`config.mk`:
```
export PLATFORM = sky130hd
export DESIGN_NAME = i2c_addr_matcher
export DESIGN_NICKNAME = d
export VERILOG_FILES = /design/src/rtl/i2c_match_pkg.sv /design/src/rtl/i2c_match_regs.sv /design/src/rtl/i2c_slot_cmp.sv /design/src/rtl/i2c_prio_enc.sv /design/src/rtl/i2c_addr_matcher.sv
export SDC_FILE = /design/constraint.sdc
export NUM_CORES = 1
export LEC_CHECK = 0
export ABC_AREA = 1
export BUFFER_PORTS_ARGS = -buffer_cell sky130_fd_sc_hd__buf_2
export CAP_MARGIN = 20
export CORE_MARGIN = 2
export CORE_UTILIZATION = 46
export CTS_CLUSTER_DIAMETER = 120
export DETAILED_ROUTE_END_ITERATION = 10
export MAX_ROUTING_LAYER = met4
export SLEW_MARGIN = 20
export SYNTH_ARGS = -nofsm -noshare
export SYNTH_HDL_FRONTEND = slang
export SYNTH_SLANG_ARGS = --single-unit
```
`constraint.sdc`:
```
create_clock -name clk -period 1.9 [get_ports clk]
set_clock_uncertainty 0.1 [all_clocks]
set_input_delay 0.285 -clock clk [delete_from_list [all_inputs] [get_ports clk]]
set_output_delay 0.285 -clock clk [all_outputs]
set_load 0.01 [all_outputs]
```
`src/rtl/i2c_match_pkg.sv`:
```
package i2c_match_pkg;
   // bit of the control register that clears the interrupt when written as 1
   localparam int unsigned CTRL_IRQ_CLR_BIT = 0;
   // bit of an address register that enables general-call recognition
   localparam int unsigned GC_ENABLE_BIT = 0;
endpackage

```
`src/rtl/i2c_match_regs.sv`:
```
module i2c_match_regs
   import i2c_match_pkg::*;
#(
   parameter int unsigned N_SLOTS = 4,
   parameter int unsigned DW      = 8,
   parameter int unsigned RAW     = 4
) (
   input  logic                          clk,
   input  logic                          rst_n,
   input  logic                          we,
   input  logic [RAW-1:0]                waddr,
   input  logic [DW-1:0]                 wdata,
   output logic [N_SLOTS-1:0][DW-1:0]    addr_q,
   output logic [N_SLOTS-1:0][DW-1:0]    mask_q,
   output logic                          irq_clr
);
   localparam int unsigned CTRL_OFS = 2 * N_SLOTS;

   if (RAW < $clog2(2 * N_SLOTS + 1)) begin : g_bad_raw
      $error("register offset width too small for slot count");
   end

   for (genvar i = 0; i < N_SLOTS; i++) begin : g_slot_reg
      always_ff @(posedge clk) begin
         if (!rst_n) begin
            addr_q[i] <= '0;
            mask_q[i] <= '0;
         end else if (we) begin
            if (waddr == RAW'(i))           addr_q[i] <= wdata;
            if (waddr == RAW'(N_SLOTS + i)) mask_q[i] <= wdata;
         end
      end
   end

   assign irq_clr = we && (waddr == RAW'(CTRL_OFS)) && wdata[CTRL_IRQ_CLR_BIT];
endmodule

```
`src/rtl/i2c_slot_cmp.sv`:
```
module i2c_slot_cmp
   import i2c_match_pkg::*;
#(
   parameter int unsigned DW = 8
) (
   input  logic [DW-1:0] addr_r,
   input  logic [DW-1:0] mask_r,
   input  logic [DW-1:0] rx_byte,
   output logic          hit,
   output logic          gc_en
);
   logic [DW-2:0] diff;
   logic          enabled;

   assign diff    = (rx_byte[DW-1:1] ^ addr_r[DW-1:1]) & ~mask_r[DW-1:1];
   assign enabled = (addr_r[DW-1:1] != '0) || (mask_r[DW-1:1] != '0);
   assign hit     = enabled && (diff == '0);
   assign gc_en   = addr_r[GC_ENABLE_BIT];
endmodule

```
`src/rtl/i2c_prio_enc.sv`:
```
module i2c_prio_enc #(
   parameter int unsigned N  = 4,
   parameter int unsigned SW = 2
) (
   input  logic [N-1:0]  req,
   output logic          found,
   output logic [SW-1:0] idx
);
   always_comb begin
      idx = '0;
      for (int i = N - 1; i >= 0; i--) begin
         if (req[i]) idx = SW'(i);
      end
      found = |req;
   end

   always_comb begin
      if (found) begin
         AST_PRIO_VALID: assert (req[idx]);
      end
   end
endmodule

```
`src/rtl/i2c_addr_matcher.sv`:
```
module i2c_addr_matcher #(
   parameter int unsigned N_SLOTS      = 4,
   parameter int unsigned AW           = 7,
   parameter bit          GC_OVERRIDES = 1'b1,
   localparam int unsigned DW  = AW + 1,
   localparam int unsigned SW  = (N_SLOTS > 1) ? $clog2(N_SLOTS) : 1,
   localparam int unsigned RAW = $clog2(2 * N_SLOTS + 1)
) (
   input  logic           clk,
   input  logic           rst_n,
   input  logic           cfg_we,
   input  logic [RAW-1:0] cfg_addr,
   input  logic [DW-1:0]  cfg_wdata,
   input  logic           start_seen,
   input  logic           byte_vld,
   input  logic [DW-1:0]  rx_byte,
   output logic           match_pulse,
   output logic [SW-1:0]  match_slot,
   output logic           gen_call,
   output logic [DW-1:0]  rx_addr,
   output logic           irq
);
   if (N_SLOTS < 1) begin : g_bad_slots
      $error("at least one address slot is required");
   end
   if (AW < 2) begin : g_bad_aw
      $error("address width must be at least 2");
   end

   logic [N_SLOTS-1:0][DW-1:0] addr_q, mask_q;
   logic                       irq_clr;
   logic [N_SLOTS-1:0]         slot_hit, slot_gc;
   logic                       addr_found, gc_found;
   logic [SW-1:0]              addr_idx, gc_idx;
   logic                       armed, eval, gc_hit, take_gc, take_slot, hit_any;
   logic [SW-1:0]              slot_sel;

   i2c_match_regs #(.N_SLOTS(N_SLOTS), .DW(DW), .RAW(RAW)) u_regs (
      .clk(clk), .rst_n(rst_n), .we(cfg_we), .waddr(cfg_addr), .wdata(cfg_wdata),
      .addr_q(addr_q), .mask_q(mask_q), .irq_clr(irq_clr)
   );

   for (genvar i = 0; i < N_SLOTS; i++) begin : g_cmp
      i2c_slot_cmp #(.DW(DW)) u_cmp (
         .addr_r(addr_q[i]), .mask_r(mask_q[i]), .rx_byte(rx_byte),
         .hit(slot_hit[i]), .gc_en(slot_gc[i])
      );
   end

   i2c_prio_enc #(.N(N_SLOTS), .SW(SW)) u_addr_pe (
      .req(slot_hit), .found(addr_found), .idx(addr_idx)
   );
   i2c_prio_enc #(.N(N_SLOTS), .SW(SW)) u_gc_pe (
      .req(slot_gc), .found(gc_found), .idx(gc_idx)
   );

   assign gc_hit = (rx_byte == '0) && gc_found;

   if (GC_OVERRIDES) begin : g_gc_first
      assign take_gc   = gc_hit;
      assign take_slot = addr_found && !gc_hit;
   end else begin : g_addr_first
      assign take_slot = addr_found;
      assign take_gc   = gc_hit && !addr_found;
   end

   assign hit_any  = take_gc || take_slot;
   assign slot_sel = take_gc ? gc_idx : addr_idx;
   assign eval     = byte_vld && armed;

   // first-byte window: opened by START, closed by the next byte
   always_ff @(posedge clk) begin
      if (!rst_n)          armed <= 1'b0;
      else if (start_seen) armed <= 1'b1;
      else if (byte_vld)   armed <= 1'b0;
   end

   always_ff @(posedge clk) begin
      if (!rst_n) begin
         match_pulse <= 1'b0;
         match_slot  <= '0;
         gen_call    <= 1'b0;
         rx_addr     <= '0;
         irq         <= 1'b0;
      end else begin
         match_pulse <= eval && hit_any;
         if (eval && hit_any) begin
            match_slot <= slot_sel;
            gen_call   <= take_gc;
            rx_addr    <= rx_byte;
            irq        <= 1'b1;
         end else if (irq_clr) begin
            irq        <= 1'b0;
         end
      end
   end

   AST_PULSE_NEEDS_ARM: assert property (@(posedge clk) disable iff (!rst_n)
      match_pulse |-> $past(byte_vld && armed));
   AST_IRQ_WITH_MATCH: assert property (@(posedge clk) disable iff (!rst_n)
      match_pulse |-> irq);
   AST_IRQ_STICKY: assert property (@(posedge clk) disable iff (!rst_n)
      (irq && !irq_clr) |=> irq);
   AST_RXADDR_HOLD: assert property (@(posedge clk) disable iff (!rst_n)
      !match_pulse |-> $stable(rx_addr));
   AST_GC_ZERO_BYTE: assert property (@(posedge clk) disable iff (!rst_n)
      (match_pulse && gen_call) |-> (rx_addr == '0));
   AST_NO_MATCH_IDLE: assert property (@(posedge clk) disable iff (!rst_n)
      !byte_vld |=> !match_pulse);
endmodule

```
* Yosys cells after proc, flatten, opt, wreduce, memory -nomap -nowiden
Index checks and enable logic that the tools add are counted.
** Word-level totals
- Register bits after elaboration :: 78
- Input port bits :: 25
- Output and inout port bits :: 13
- Logic and storage cells :: 89
** Operators by class
- Eq/ne operators :: 8
- Mux-type cells :: 13
- Bitwise operators :: 12
- Reduce and logical (&&, ||, !) cells :: 42
** Operators with widths (count)
- 7-bit nonzero test :: 8
- 7-bit AND :: 4
- 7-bit logical NOT :: 4
- 7-bit NOT :: 4
- 7-bit XOR :: 4
- 2-bit two-way mux :: 9
- 4-bit by 3-bit == test with 1-bit output (second input constant) :: 4
- 2-bit AND reduction :: 8
- 1-bit logical AND :: 10
- 4-bit by 2-bit == test with 1-bit output (second input constant) :: 2
- 8-bit logical NOT :: 1
- 4-bit OR reduction :: 2
- 1-bit logical OR :: 5
- 4-bit by 1-bit == test with 1-bit output (second input constant) :: 1
- 4-bit == test (second input constant) :: 1
- 4-bit logical NOT :: 1
- 1-bit two-way mux :: 4
- 2-bit nonzero test :: 2
- 1-bit logical NOT :: 1

* Depth between registers and ports, before layout
- Depth after elaboration :: 9
- Gate-level depth with buffers :: 13
- Depth with buffers taken out :: 13

* Cells and area by module
A second synthesis with hierarchy kept.
** Unflattened totals
- Cells, all modules :: 731
- Area, all modules :: 4350.4 um2
** Modules (own cells, without submodules)
- i2c_match_regs :: instances 1, cells each 386, area each 2616.3 um2, sequential area each 1281.2 um2
- i2c_slot_cmp :: instances 4, cells each 57, area each 236.5 um2, sequential area each 0.0 um2
- i2c_addr_matcher :: instances 1, cells each 99, area each 695.7 um2, sequential area each 280.3 um2
- i2c_prio_enc :: instances 2, cells each 9, area each 46.3 um2, sequential area each 0.0 um2

* Least setup slack after synthesis
Ideal clock, no wire load.
- Kind :: register -> register
- Start point :: reg u_regs.addr_q[16] (netlist bit)
- End point :: reg gen_call
- Setup time :: 0.113 ns
- Arrival time :: 1.239 ns
- Data required time :: 1.687 ns
- Path slack :: 0.448 ns
- Cell stages (with the launch flop) :: 9
- Buffers on the path :: 1
- Clock period less this slack :: 1.452 ns
- Path through :: dfxtp_1 > or2_1 > o21ai_2 > nand2_1 > nor2_2 > nand2_2 > buf_6 > a21oi_2 > nor2_1
** Between the ends
- Cells in the longest elaborated chain, start to end :: 6
** Ends and longest elaborated chain
- start: declaration :: line i2c_match_regs.sv:13 : output logic [N_SLOTS-1:0][DW-1:0] addr_q,
- start signal: indexed assignment :: line i2c_match_regs.sv:29 : if (waddr == RAW'(i)) addr_q[i] <= wdata;
- 4-bit OR reduction * :: line i2c_prio_enc.sv:14 : found = |req;
- 1-bit logical AND * :: line i2c_addr_matcher.sv:57 : assign gc_hit = (rx_byte == '0) && gc_found;
- 1-bit logical NOT :: line i2c_addr_matcher.sv:61 : assign take_slot = addr_found && !gc_hit;
- 1-bit logical AND :: line i2c_addr_matcher.sv:61
- 1-bit logical OR :: line i2c_addr_matcher.sv:67 : assign hit_any = take_gc || take_slot;
- 1-bit logical AND :: line i2c_addr_matcher.sv:87 : if (eval && hit_any) begin
- end signal: assignment :: line i2c_addr_matcher.sv:89 : gen_call <= take_gc;
- end: declaration :: line i2c_addr_matcher.sv:19 : output logic gen_call,
Every way passes the cells marked *; elsewhere a longest branch is shown, timed or not.
A chain may end at the register's enable or synchronous reset.

* Final worst setup path
- Start point :: reg u_regs.mask_q[2] (netlist bit)
- End point :: reg gen_call
** Between the ends
- Cells in the longest elaborated chain, start to end :: 8
- Elaborated cells between the ends (all ways) :: 10
- Those cells by class :: bitwise (2); reduce/logical (8)
** Ends and longest elaborated chain
- start: declaration :: line i2c_match_regs.sv:14 : output logic [N_SLOTS-1:0][DW-1:0] mask_q,
- start signal: indexed assignment :: line i2c_match_regs.sv:30 : if (waddr == RAW'(N_SLOTS + i)) mask_q[i] <= wdata;
- 7-bit NOT :: line i2c_slot_cmp.sv:15 : assign diff = (rx_byte[DW-1:1] ^ addr_r[DW-1:1]) & ~mask_r[DW-1:1];
- 7-bit AND :: line i2c_slot_cmp.sv:15
- 7-bit logical NOT :: line i2c_slot_cmp.sv:17 : assign hit = enabled && (diff == '0);
- 1-bit logical AND * :: line i2c_slot_cmp.sv:17
- 4-bit OR reduction * :: line i2c_prio_enc.sv:14
- 1-bit logical AND * :: line i2c_addr_matcher.sv:61
- 1-bit logical OR * :: line i2c_addr_matcher.sv:67
- 1-bit logical AND * :: line i2c_addr_matcher.sv:87
Marked as above.

==> impl_metrics.env <==
export IMPL_status="complete, no violations"
export IMPL_layout_cells_most_common="nand2_1"
export IMPL_final_nets=602
export IMPL_synth_seq_cells=74
export IMPL_ff_latch_area_um2=1480
export IMPL_peakVddDrop_mv=0.389
export IMPL_final_cell_mix="99 x nand2_1, 79 x inv_1, 72 x dfxtp_1"
export IMPL_max_freq_mhz=562
export IMPL_cp_max_fo=5
export IMPL_core_um2=7650
export IMPL_rows=32
export IMPL_grt_max_degree=73
export IMPL_grt_pass1_wl_mm=15.9
export IMPL_area_delta_synth_final_pct=15.4
export IMPL_crit_path_end_kind="flip-flop"
export IMPL_multi_input_area_um2=1700
export IMPL_startpoint_type="flip-flop"
export IMPL_overflow=0
export IMPL_port_buffers=37
export IMPL_vias_per_cell=5.12
export IMPL_maxSlewHeadroom_pct=68.2
export IMPL_crit_arrival_ns=1.92
export IMPL_synthCells=534
export IMPL_worst_setup_path_type="reg -> reg"
export IMPL_die_h_um=92.4
export IMPL_grt_pass1_vias=3216
export IMPL_p_per_area_nw_per_um2=760
export IMPL_leakage_uw=0.00185
export IMPL_cts_buffers=9
export IMPL_ys_seq_area_share_pct=41.3
export IMPL_synth_area_um2=3590
export IMPL_wl_mm=9.51
export IMPL_pin_count=38
export IMPL_netlist_cell_type_count=22
export IMPL_setup_violations=0
export IMPL_antenna_found_initial=0
export IMPL_cts_tree="yes"
export IMPL_period_share_pct=93.6
export IMPL_layout_drive_gt1_share_pct=17.7
export IMPL_min_path_type="in -> reg"
export IMPL_hold_viol_final=0
export IMPL_vias=3500
export IMPL_clock_sinks=74
export IMPL_place_inst=668
export IMPL_initial_core_util_pct=47.0
export IMPL_slew_violations=0
export IMPL_wl_per_cell_um=13.9
export IMPL_track_usage_pct=24.3
export IMPL_drtIter0Drc=167
export IMPL_fillCellCount=789
export IMPL_yosysWarningCount=0
export IMPL_clock_root_buffer="clkbuf_8"
export IMPL_firstDrtPassIters=5
export IMPL_ant_nets=0
export IMPL_max_cap_violations=0
export IMPL_drc=0
export IMPL_dpl_cell_area_um2=3930
export IMPL_gp_congestion=0.849
export IMPL_hpwlAfterDp_mm=6.89
export IMPL_insertion_delay_ns=0.34
export IMPL_num_antenna_cells=0
export IMPL_design_area_um2=4140
export IMPL_htree_num_levels=3
export IMPL_dieArea_um2=8530
export IMPL_period_needed_ns=1.78
export IMPL_tightest_slew_ns=0.477
export IMPL_clk_path_buf_depth=2
export IMPL_path_clk_slew_ns=0.08
export IMPL_die_w_um=92.4
export IMPL_synth_nets=559
export IMPL_required_ns=2.04
export IMPL_fin_cells=683
export IMPL_postSynthAreaPerCell_um2=6.72
==> cells in the mapped netlist <==
cell | n | area share, %
clkbuf_8 | 1 | 0.38
inv_1 | 79 | 8.3
nand3b_1 | 1 | 0.21
nor2_2 | 5 | 0.87
nand3_1 | 45 | 6.3
nor2_1 | 49 | 5.1
a21oi_1 | 63 | 8.8
buf_4 | 2 | 0.42
nand4_1 | 11 | 1.9
nand2_1 | 99 | 10
buf_6 | 2 | 0.63
dfxtp_1 | 74 | 41
o21ai_2 | 1 | 0.24
clkbuf_1 | 13 | 1.4
or2_1 | 1 | 0.17
a21oi_2 | 10 | 2.4
clkbuf_2 | 1 | 0.14
inv_2 | 8 | 0.84
o21ai_0 | 62 | 8.6
buf_2 | 1 | 0.14
nand3_2 | 5 | 1.4
nand2_2 | 1 | 0.17
==> cell type report <==
type	instances	area share [%]
flip-flops and latches	74	35.8
clock inverters	3	0.966
repair buffers	52	7.79
inverters	87	7.88
clock buffers	12	3.50
multi-input cells	353	41.0
well taps	102	3.08
==> logic make-up (layout without fill, tap and decap cells) <==
family          after synthesis  count (layout)  share of synthesized area (%)
flops                        74              74                           41.3
buf+inv                     107             154                           12.2
simple gates                217             217                           26.5
compound gates              136             136                           20.1
==> stage by stage <==
stage | utilization, % | hold slack [ns] | setup slack, ns | setup TNS, ns | power, µW
after detailed placement | 51.4 | 0.356 | -0.0245 | -0.0555 | 1970
after CTS | 53.8 | 0.0508 | 0.0356 | 0 | 3150
after global routing | 54.2 | 0.0809 | -0.00390 | -0.00969 | 3270
after global placement | 51.4 | 0.350 | -0.0143 | -0.0151 | 1970
final | 54.2 | 0.0535 | 0.121 | 0 | 3150
after floorplan | - | 0.302 | 0.448 | 0 | 1840
==> report_power, final <==
part / internal [µW] / total (µW) / switching, µW
clock: 633 / 1200 / 570
sequential: 1580 / 1590 / 13.4
combinational: 120 / 352 / 232
==> worst max-delay path: stages, from the launching register on <==
cell and delay, ns:
dfxtp_1 0.34, nor2_2 0.14, nand3_2 0.10, nor2_1 0.10, nand2_1 0.07, nand3_2 0.09, nand2_1 0.08, nor2_2 0.10
nand2_2 0.09, buf_4 0.17, buf_4 0.14, a21oi_2 0.10, nor2_1 0.05
==> worst paths after layout <==
check,startpoint,end,slack (ns),cells after the start
worst max-delay path,u_regs.mask_q[2],gen_call,0.12,12
worst min-delay path,start_seen,armed,0.05,3
worst max register to register,u_regs.mask_q[2],gen_call,0.12,12
worst min register to register,u_regs.addr_q[24],u_regs.addr_q[24],0.37,2
==> repair_timing <==
| action | 4_1_cts | 5_1_grt |
|---|---|---|
| setup buffers | 0 | 0 |
| gates resized for setup | 0 | 9 |
| endpoints found under the setup margin | 0 | 11 |
| hold buffers | 0 | 0 |
| endpoints found under the hold margin | 0 | 0 |
==> flip-flops by register name, indices dropped and copies added, names as in the netlist <==
name           cells
match_pulse        1
irq                1
rx_addr            8
match_slot         2
armed              1
gen_call           1
u_regs.mask_q     28
u_regs.addr_q     32
==> routing by layer <==
layer | vias up | part of all wire (%) | track usage, %
li1 | 1797 | - | -
met4 | 0 | 2.5 | 9.83
met1 | 1579 | 49 | 33.3
met5 | - | 0 | -
met2 | 101 | 43 | 36.1
met3 | 23 | 5.1 | 3.50
(Power assumes the default switching activity.)
